[src/rtl/fpm_pkg.sv]
package fpm_pkg;

    // Result class chosen in the final stage.
    typedef enum logic [1:0] {
        RC_NORM = 2'd0,
        RC_ZERO = 2'd1,
        RC_INF  = 2'd2
    } res_class_e;

endpackage

[src/rtl/fpm_exp_path.sv]
// Exponent path, stages 2 and 3: carry-extended sum, then bias removal.
module fpm_exp_path #(
    parameter int EXP_W = 8
) (
    input  logic                    clk,
    input  logic                    rst,
    input  logic [EXP_W-1:0]        ea,
    input  logic [EXP_W-1:0]        eb,
    input  logic                    sign_in,
    input  logic                    zero_in,
    output logic signed [EXP_W+1:0] eunb_o,
    output logic                    sign_o,
    output logic                    zero_o
);
    localparam int SUM_W = EXP_W + 1;
    localparam int EB_W  = EXP_W + 2;
    localparam int BIAS  = (1 << (EXP_W - 1)) - 1;

    logic [SUM_W-1:0] esum_q;
    logic             sign2_q, zero2_q;

    // Stage 2: add with carry-out kept as the ninth bit.
    always_ff @(posedge clk) begin
        if (rst) begin
            esum_q  <= '0;
            sign2_q <= 1'b0;
            zero2_q <= 1'b0;
        end else begin
            esum_q  <= {1'b0, ea} + {1'b0, eb};
            sign2_q <= sign_in;
            zero2_q <= zero_in;
        end
    end

    // Stage 3: remove the bias into a signed value.
    always_ff @(posedge clk) begin
        if (rst) begin
            eunb_o <= '0;
            sign_o <= 1'b0;
            zero_o <= 1'b0;
        end else begin
            eunb_o <= EB_W'({1'b0, esum_q}) - EB_W'(BIAS);
            sign_o <= sign2_q;
            zero_o <= zero2_q;
        end
    end

endmodule

[src/rtl/fpm_mant_mul.sv]
// Significand multiplier, stages 2 and 3: segmented partial products, then sum.
module fpm_mant_mul #(
    parameter int MANT_W = 24,
    parameter int SEGS   = 2
) (
    input  logic                  clk,
    input  logic                  rst,
    input  logic [MANT_W-1:0]     ma,
    input  logic [MANT_W-1:0]     mb,
    output logic [2*MANT_W-1:0]   prod_o
);
    localparam int SEG_W  = MANT_W / SEGS;
    localparam int PP_W   = MANT_W + SEG_W;
    localparam int PROD_W = 2 * MANT_W;

    logic [SEGS-1:0][PP_W-1:0] pp_q;
    logic [PROD_W-1:0]         acc;

    // Stage 2: one partial product per multiplier segment.
    always_ff @(posedge clk) begin
        if (rst) begin
            pp_q <= '0;
        end else begin
            for (int i = 0; i < SEGS; i++) begin
                pp_q[i] <= PP_W'(ma) * PP_W'(mb[i*SEG_W +: SEG_W]);
            end
        end
    end

    always_comb begin
        acc = '0;
        for (int i = 0; i < SEGS; i++) begin
            acc = acc + (PROD_W'(pp_q[i]) << (i * SEG_W));
        end
    end

    // Stage 3: full-width product.
    always_ff @(posedge clk) begin
        if (rst) prod_o <= '0;
        else     prod_o <= acc;
    end

endmodule

[src/rtl/fpm_norm_pack.sv]
// Stage 4 normalises; stage 5 selects the result class and packs the word.
module fpm_norm_pack
    import fpm_pkg::*;
#(
    parameter int EXP_W  = 8,
    parameter int FRAC_W = 23
) (
    input  logic                        clk,
    input  logic                        rst,
    input  logic [2*FRAC_W+1:0]         prod_i,
    input  logic signed [EXP_W+1:0]     eunb_i,
    input  logic                        sign_i,
    input  logic                        zero_i,
    output logic [EXP_W+FRAC_W:0]       word_o
);
    localparam int PROD_W  = 2 * (FRAC_W + 1);
    localparam int EB_W    = EXP_W + 2;
    localparam int WORD_W  = 1 + EXP_W + FRAC_W;
    localparam int EXP_ALL = (1 << EXP_W) - 1;

    logic                   norm4_q;
    logic [FRAC_W-1:0]      frac4_q;
    logic signed [EB_W-1:0] enorm4_q;
    logic                   sign4_q, zero4_q;
    logic                   prod_lo_unused;
    res_class_e             cls;
    logic [WORD_W-1:0]      word_d;

    assign prod_lo_unused = |prod_i[PROD_W-FRAC_W-3:0];

    // Stage 4: leading-bit normalisation and exponent increment.
    always_ff @(posedge clk) begin
        if (rst) begin
            norm4_q  <= 1'b0;
            frac4_q  <= '0;
            enorm4_q <= '0;
            sign4_q  <= 1'b0;
            zero4_q  <= 1'b0;
        end else begin
            norm4_q  <= prod_i[PROD_W-1];
            frac4_q  <= prod_i[PROD_W-1] ? prod_i[PROD_W-2 -: FRAC_W]
                                         : prod_i[PROD_W-3 -: FRAC_W];
            enorm4_q <= eunb_i + EB_W'(prod_i[PROD_W-1]);
            sign4_q  <= sign_i;
            zero4_q  <= zero_i;
        end
    end

    // Class decision from the exponent range and the zero-operand flag.
    always_comb begin
        if (zero4_q)                          cls = RC_ZERO;
        else if (int'(enorm4_q) >= EXP_ALL)   cls = RC_INF;
        else if (int'(enorm4_q) <= 0)         cls = RC_ZERO;
        else                                  cls = RC_NORM;
    end

    always_comb begin
        unique case (cls)
            RC_NORM: word_d = {sign4_q, enorm4_q[EXP_W-1:0], frac4_q};
            RC_ZERO: word_d = {sign4_q, {(WORD_W-1){1'b0}}};
            RC_INF:  word_d = {sign4_q, {EXP_W{1'b1}}, {FRAC_W{1'b0}}};
            default: word_d = '0;
        endcase
    end

    // Stage 5: output register.
    always_ff @(posedge clk) begin
        if (rst) word_o <= '0;
        else     word_o <= word_d;
    end

endmodule

[src/rtl/fp32_mul_pipe.sv]
// Five-stage single-precision multiplier, top level.
module fp32_mul_pipe #(
    parameter int EXP_W  = 8,
    parameter int FRAC_W = 23,
    parameter int SEGS   = 2
) (
    input  logic        clk,
    input  logic        rst,
    input  logic        in_valid,
    input  logic [31:0] a_i,
    input  logic [31:0] b_i,
    output logic        out_valid,
    output logic [31:0] prod_o
);
    localparam int WORD_W = 1 + EXP_W + FRAC_W;
    localparam int MANT_W = FRAC_W + 1;
    localparam int PROD_W = 2 * MANT_W;
    localparam int STAGES = 5;

    logic [STAGES-1:0]      vld_q;
    logic                   s1_sign, s1_zero;
    logic [EXP_W-1:0]       s1_ea, s1_eb;
    logic [MANT_W-1:0]      s1_ma, s1_mb;
    logic signed [EXP_W+1:0] s3_eunb;
    logic                   s3_sign, s3_zero;
    logic [PROD_W-1:0]      s3_prod;
    logic [WORD_W-1:0]      s5_word;

    // Valid flag pipeline.
    always_ff @(posedge clk) begin
        if (rst) vld_q <= '0;
        else     vld_q <= {vld_q[STAGES-2:0], in_valid};
    end

    // Stage 1: unpack operands.
    always_ff @(posedge clk) begin
        if (rst) begin
            s1_sign <= 1'b0;
            s1_zero <= 1'b0;
            s1_ea   <= '0;
            s1_eb   <= '0;
            s1_ma   <= '0;
            s1_mb   <= '0;
        end else begin
            s1_sign <= a_i[WORD_W-1] ^ b_i[WORD_W-1];
            s1_zero <= (a_i[WORD_W-2 -: EXP_W] == '0) || (b_i[WORD_W-2 -: EXP_W] == '0);
            s1_ea   <= a_i[WORD_W-2 -: EXP_W];
            s1_eb   <= b_i[WORD_W-2 -: EXP_W];
            s1_ma   <= {1'b1, a_i[FRAC_W-1:0]};
            s1_mb   <= {1'b1, b_i[FRAC_W-1:0]};
        end
    end

    fpm_exp_path #(.EXP_W(EXP_W)) u_exp (
        .clk     (clk),
        .rst     (rst),
        .ea      (s1_ea),
        .eb      (s1_eb),
        .sign_in (s1_sign),
        .zero_in (s1_zero),
        .eunb_o  (s3_eunb),
        .sign_o  (s3_sign),
        .zero_o  (s3_zero)
    );

    fpm_mant_mul #(.MANT_W(MANT_W), .SEGS(SEGS)) u_mul (
        .clk    (clk),
        .rst    (rst),
        .ma     (s1_ma),
        .mb     (s1_mb),
        .prod_o (s3_prod)
    );

    fpm_norm_pack #(.EXP_W(EXP_W), .FRAC_W(FRAC_W)) u_pack (
        .clk    (clk),
        .rst    (rst),
        .prod_i (s3_prod),
        .eunb_i (s3_eunb),
        .sign_i (s3_sign),
        .zero_i (s3_zero),
        .word_o (s5_word)
    );

    assign out_valid = vld_q[STAGES-1];
    assign prod_o    = s5_word;

endmodule

[config.mk]
export PLATFORM = sky130hd
export DESIGN_NAME = fp32_mul_pipe
export DESIGN_NICKNAME = d
export VERILOG_FILES = /design/src/rtl/fpm_pkg.sv /design/src/rtl/fpm_exp_path.sv /design/src/rtl/fpm_mant_mul.sv /design/src/rtl/fpm_norm_pack.sv /design/src/rtl/fp32_mul_pipe.sv
export SDC_FILE = /design/constraint.sdc
export NUM_CORES = 2
export LEC_CHECK = 0
export BUFFER_PORTS_ARGS = -buffer_cell sky130_fd_sc_hd__buf_2
export CAP_MARGIN = 20
export CORE_AREA = 3 3 221 223
export DETAILED_ROUTE_END_ITERATION = 6
export DIE_AREA = 0 0 224 226
export GPL_ROUTABILITY_DRIVEN = 0
export MAX_ROUTING_LAYER = met4
export PLACE_DENSITY_LB_ADDON = 0.3
export RECOVER_POWER = 25
export SLEW_MARGIN = 5
export SYNTH_ARGS = -nofsm -noshare
export SYNTH_HDL_FRONTEND = slang
export SYNTH_SLANG_ARGS = --single-unit
[constraint.sdc]
create_clock -name clk -period 6.2 [get_ports clk]
set_input_delay 1.24 -clock clk [delete_from_list [all_inputs] [get_ports clk]]
set_output_delay 1.24 -clock clk [all_outputs]
set_load 0.01 [all_outputs]
# [Word level (Yosys, flattened, before mapping)]
# Index checks and enable logic that the tools add are counted.
[totals] mem_count=0 input_bits=67 romBits=0 latchBits=0 elab_cells=45 out_inout_bits=33 reg_bits=281 ramBits=0
[op_classes] shift=0 addsub=4 muxes=7 n_mul=2 n_reduce_logical=4 magnitude_cmp=2 n_eq_ne=2 div_mod_pow=0 bitwise_logic=1
[ops] op="32-bit case mux with 3 select lines" count=1
[ops] op="24-bit by 12-bit multiplier with 36-bit output" count=2
[ops] op="36-bit by 48-bit adder with 48-bit output" count=1
[ops] op="24-bit two-way mux" count=2
[ops] op="23-bit two-way mux" count=1
[ops] op="8-bit zero test" count=2
[ops] op="10-bit by 1-bit adder with 10-bit output" count=1
[ops] op="10-bit by 9-bit greater-or-equal comparator with 1-bit output (second input constant)" count=1
[ops] op="10-bit by 1-bit less-or-equal comparator with 1-bit output (second input constant)" count=1
[ops] op="9-bit by 7-bit subtractor with 10-bit output (second input constant)" count=1
[ops] op="8-bit by 8-bit adder with 9-bit output" count=1
[ops] op="2-bit two-way mux" count=2
[ops] op="2-bit by 1-bit == test with 1-bit output (second input constant)" count=1
[ops] op="2-bit == test (second input constant)" count=1
[ops] op="2-bit zero test" count=1
[ops] op="1-bit logical OR" count=1
[ops] op="1-bit two-way mux" count=1
[ops] op="1-bit XOR" count=1

# [Logic depth before layout (Yosys ltp)]
[logic_depth] depth_word=6 mapped_depth=21 mapped_depth_nobuf=20

# [Modules after synthesis]
# Synthesis repeated with hierarchy kept, for this count alone.
[unflattened] hier_cells=3029 area_unflattened_um2=27388.8
[by_module_without_submodules] module="fpm_mant_mul" seq_area_each_um2=2402.3 instances=1 area_each_um2=22106.2 cells_each=2574
[by_module_without_submodules] module="fpm_norm_pack" seq_area_each_um2=1341.3 instances=1 area_each_um2=2377.3 cells_each=203
[by_module_without_submodules] module="fp32_mul_pipe" seq_area_each_um2=1401.3 instances=1 area_each_um2=1925.6 cells_each=154
[by_module_without_submodules] module="fpm_exp_path" seq_area_each_um2=460.4 instances=1 area_each_um2=979.7 cells_each=98

# [Worst setup path after synthesis]
# Ideal clock, no wire load.
[synth_timing] kind="flip-flop to flip-flop" from="reg s1_ma[23]" to="reg u_mul.pp_q[62] in the netlist's numbering" required_time_ns=6.077 path_slack_ns=0.688 arrival_time_ns=5.389 setup_ns=0.123 period_less_slack_ns=5.512 path_buffers=2 path_stages_with_launch=20 cell_sequence="dfxtp_1 > clkbuf_1 > clkbuf_1 > nand2_1 > fa_1 > fa_1 > inv_1 > fa_1 > fa_1 > inv_1 > fa_1 > inv_1 > ha_1 > a211o_1 > o311ai_2 > a21oi_1 > a211oi_2 > o31ai_1 > a41oi_1 > mux2_1"
[synth_between] elab_chain_cells=1
[synth_lines] item="start, declared" line_no="fp32_mul_pipe.sv:23" source="logic [MANT_W-1:0] s1_ma, s1_mb;"
[synth_lines] item="start signal, assigned" line_no="fp32_mul_pipe.sv:49" source="s1_ma <= {1'b1, a_i[FRAC_W-1:0]};"
[synth_lines] item="24-bit by 12-bit multiplier with 36-bit output" line_no="fpm_mant_mul.sv:25" source="pp_q[i] <= PP_W'(ma) * PP_W'(mb[i*SEG_W +: SEG_W]);"
[synth_lines] item="end signal, assigned by index" line_no="fpm_mant_mul.sv:25"
[synth_lines] item="end, declared" line_no="fpm_mant_mul.sv:16" source="logic [SEGS-1:0][PP_W-1:0] pp_q;"
# No other way between the ends.
# A chain may end at the register's enable or synchronous reset.

# [Worst setup path in the final report]
[layout_timing] from="reg s1_mb[9]" to="reg u_mul.pp_q[27] in the netlist's numbering"
[layout_between] elab_chain_cells=1
[layout_lines] item="start, declared" line_no="fp32_mul_pipe.sv:23"
[layout_lines] item="start signal, assigned" line_no="fp32_mul_pipe.sv:50" source="s1_mb <= {1'b1, b_i[FRAC_W-1:0]};"
[layout_lines] item="24-bit by 12-bit multiplier with 36-bit output" line_no="fpm_mant_mul.sv:25"
# No other way between the ends.

==> flow_metrics.py <==
metrics = {
    "sta": {
        "setup_tns_ns": 0,
        "period_minus_slack_ns": 6.03,
        "max_slew.worst_pin.slew_ns": 3.59,
        "finalSetupViolCount": 0,
        "relSlewSlack": -1.39,
        "slew_viol_final": 171,
        "hold_viol": 0,
        "fin_worst_skew_ns": 0.0141,
        "max_freq_ghz": 0.166,
        "rsz0062_at_grt": "no",
        "setup_ws_ns": 0.173,
        "fin_crit_sh": 0.972,
    },
    "grt": {
        "grt_antenna_before_repair": 0,
        "grt_pass1_vias": 21001,
        "grt_first_pass_wirelength_um": 102000,
        "globalRouteOverflowTotal": 0,
        "track_usage": 0.253,
        "grt_max_degree": 92,
    },
    "placed_design": {
        "place_area_sq_mm": 0.0271,
        "portBuffers": 99,
        "dp_cells": 3504,
        "dp_slack_ns": 0.144,
        "hpwlAfterDp_um": 46800,
    },
    "floorplan": {
        "core_area_sq_mm": 0.0468,
        "pin_count": 100,
        "dieArea_sq_mm": 0.0506,
        "die_h_um": 226,
        "initial_core_util": 0.551,
        "row_count": 79,
        "fp.dieW_um": 224,
    },
    "drt": {
        "dr_wl_met3_um": 3260,
        "dr_wl_met2_um": 30200,
        "routed_via_density": 5.42,
        "wirelength_um": 59600,
        "vias": 19289,
        "top_layer": "met4",
        "drtIter0Drc": 1165,
        "ant_nets": 0,
        "first_pass_iters": 5,
        "met1_length_um": 24000,
        "post_drt_wl_per_cell_um": 16.8,
        "drcViolationCount": 0,
    },
    "outcome": {
        "violations": "capacitance limit, slew limit",
        "run_status": "finished, violations left",
    },
    "cells_and_area": {
        "antenna_cells": 0,
        "fin_area_sq_mm": 0.0281,
        "fill_cells": 4011,
        "layout.nets": 3614,
        "area_growth_pct": 9.17,
        "stdcell_count": 3557,
        "drive_above_1_share": 0.0820,
    },
    "yosys": {
        "synth_area_leaders": "fa_1 (34%), dfxtp_1 (19%), ha_1 (8.7%)",
        "netlist_area_sq_mm": 0.0257,
        "synth_top_area_share": 0.342,
        "async_reset_ff_frac": 0,
        "synth_edf_count": 0,
        "ys_ff_latch": 245,
        "synthCells": 2861,
        "ys_seq_area_frac": 0.191,
        "synthDistinctLibCells": 66,
        "yosysWarnings": 0,
        "avgSynthCellArea_sq_um": 9.00,
        "synthFlopType": "dfxtp_1",
        "syn-num-nets": 3546,
        "synth_top_area_cell": "fa_1",
    },
    "critical_path": {
        "cp.arrival_ns": 6.43,
        "slowest_delay_ns": 0.58,
        "worstPathMaxFanout": 16,
        "r2r-start": "s1_mb[9]",
        "reg2reg_depth": 19,
        "worstSetupEndpointType": "flip-flop",
        "crit_path_top_delay_cell": "dfxtp_1",
        "critPathLaunch": "s1_mb[9]",
        "worstSetupPathType": "flip-flop to flip-flop",
        "worst_setup_path_start_kind": "flip-flop",
        "r2r_end": "u_mul.pp_q[27]",
        "rrSetupSlack_ns": 0.17,
        "crit_chain": "buf_4 > and2_1 > fa_1 > fa_1 > fa_1 > fa_1 > inv_1 > fa_1 > inv_1 > ha_1 > and4_1 > and4_1 > nand4_1 > a21oi_1 > buf_4 > o2111ai_2 > nand3_1 > nor2_1 > nor3_1",
        "required_ns": 6.60,
        "critPathMostFrequentCell": "fa_1",
    },
    "hold_path": {
        "min_from": "u_pack.frac4_q[16]",
        "min_path_type": "flip-flop to flip-flop",
        "worstHoldEndpoint": "u_pack.word_o[16]",
        "hold-path-cell-count": 1,
    },
    "job": {
        "drv_cap": 2,
    },
    "power": {
        "p_leak_nw": 13.8,
        "ir_drop_mv": 0.203,
        "p_per_area_mw_per_mm2": 219,
    },
    "cts": {
        "path_clk_slew_ns": 0.06,
        "clk_latency_ns": 0.57,
        "htreeDepth": 1,
        "clockBufferDepth": 3,
        "cts_tree": "yes",
        "cts_made_buffers": 29,
        "clock-sinks": 245,
        "root_buffer": "clkbuf_16",
    },
}
-- where the power goes --
group | internal, mW | switching, mW
Combinational | 1.01 | 1.47
Sequential | 1.81 | 0.159
Clock | 0.975 | 0.742
-- cell usage in the layout (no fill, tap or decap), types with 8 or more instances in the layout --
master and n:
a211oi_1 11, a21o_1 34, a21oi_1 66, a31oi_1 13, and2_1 182, and3_1 15, buf_2 93, buf_4 64
clkbuf_1 8, clkbuf_16 29, dfxtp_1 242, fa_1 440, ha_1 178, inv_1 501, mux2_2 9, mux2i_1 26
nand2_1 463, nand2b_1 10, nand3_1 30, nand4_1 10, nor2_1 144, nor2b_1 98, nor3_1 26, nor4_1 10
o211ai_1 8, o21a_1 17, o21ai_0 35, o21bai_1 12, xnor2_1 39, xor2_1 27
-- how the worst max path moves through the flow --
stage	slack, ns	cells past startpoint	endpoint
after CTS	0.13	19	u_mul.pp_q[62]
after global placement	0.23	19	u_mul.pp_q[62]
final	0.17	19	u_mul.pp_q[27]
after floorplan	0.69	19	u_mul.pp_q[62]
after global routing	0.0006	19	u_mul.pp_q[27]
after detailed placement	0.14	19	u_mul.pp_q[62]
-- worst max-delay path, delay by kind of cell, from the launching register on --
kind                       cells  cell delay, ns
buffers and inverters          4            0.58
DFF                            1            0.58
and+or+nand+nor                7            1.64
AOI/OAI and AO/OA              2            0.38
adders and majority gates      6            2.68
-- synth_stat cells (2+ instances only) --
master     count
a211o_1        2
a211oi_1      11
a21boi_0       2
a21o_1        34
a21oi_1       66
a221o_1        2
a221oi_1       2
a31oi_1       13
a41oi_1        4
and2_1       182
and3_1        15
and4_1         7
buf_1          6
clkbuf_1     129
dfxtp_1      245
fa_1         440
ha_1         178
inv_1        501
mux2_1         2
mux2_2         9
mux2i_1       26
nand2_1      463
nand2b_1      10
nand3_1       30
nand4_1       10
nor2_1       144
nor2b_1       98
nor3_1        26
nor3b_1        3
nor4_1        10
nor4_2         2
nor4b_1        4
o2111ai_1      2
o211a_1        2
o211ai_1       8
o21a_1        17
o21ai_0       35
o21bai_1      12
o31a_1         3
o31ai_1        5
or2_2          3
or3_1          6
or4_1          5
xnor2_1       39
xor2_1        27
-- flip-flops by register name, indices dropped and copies added, names as in the netlist --
name             flops
u_mul.pp_q          60
u_pack.word_o       32
u_mul.prod_o        25
s1_ma               24
s1_mb               23
u_pack.frac4_q      23
u_exp.eunb_o        10
u_pack.enorm4_q     10
u_exp.esum_q         9
s1_ea                8
s1_eb                8
vld_q                5
s1_sign              1
s1_zero              1
u_exp.sign2_q        1
u_exp.sign_o         1
u_exp.zero2_q        1
u_exp.zero_o         1
u_pack.sign4_q       1
u_pack.zero4_q       1
-- kinds of logic after synthesis --
family,Yosys count,share of synthesized area
muxes,37,0.0149
DFF,245,0.191
xor gates and xnor gates,66,0.0225
and+or+nand+nor,1021,0.189
buffers and inverters,636,0.0927
adders and majority gates,618,0.429
AOI/OAI and AO/OA,238,0.0620
-- per-stage QoR --
stage	util	total power, mW	hold slack [ns]
floorplan	-	3.76	0.406
global placement	0.580	4.36	0.413
detailed placement	0.580	4.45	0.411
CTS	0.601	6.20	0.427
global route	0.601	6.63	0.445
finish	0.601	6.16	0.425
-- metal layers --
layer,vias up,track usage
met5,-,-
met4,0,0.0846
met3,139,0.0311
met2,600,0.447
met1,9693,0.303
li1,8857,-
-- timing repair --
| item | in CTS | in global routing |
|---|---|---|
| setup buffers | 0 | 1 |
| hold buffers | 0 | 0 |
| resized for setup | 0 | 5 |
| endpoints found under the setup margin | 0 | 17 |
-- cell type report --
cell class              count  area (sq um)  share of cell area
inverters                 501          1880              0.0669
well taps                 607           759              0.0270
clock buffers              31           743              0.0264
multi-input cells        1980         18500               0.657
flip-flops and latches    245          4910               0.175
clock inverters            21           230             0.00819
repair buffers            172          1120              0.0400
(Power assumes the default switching activity.)
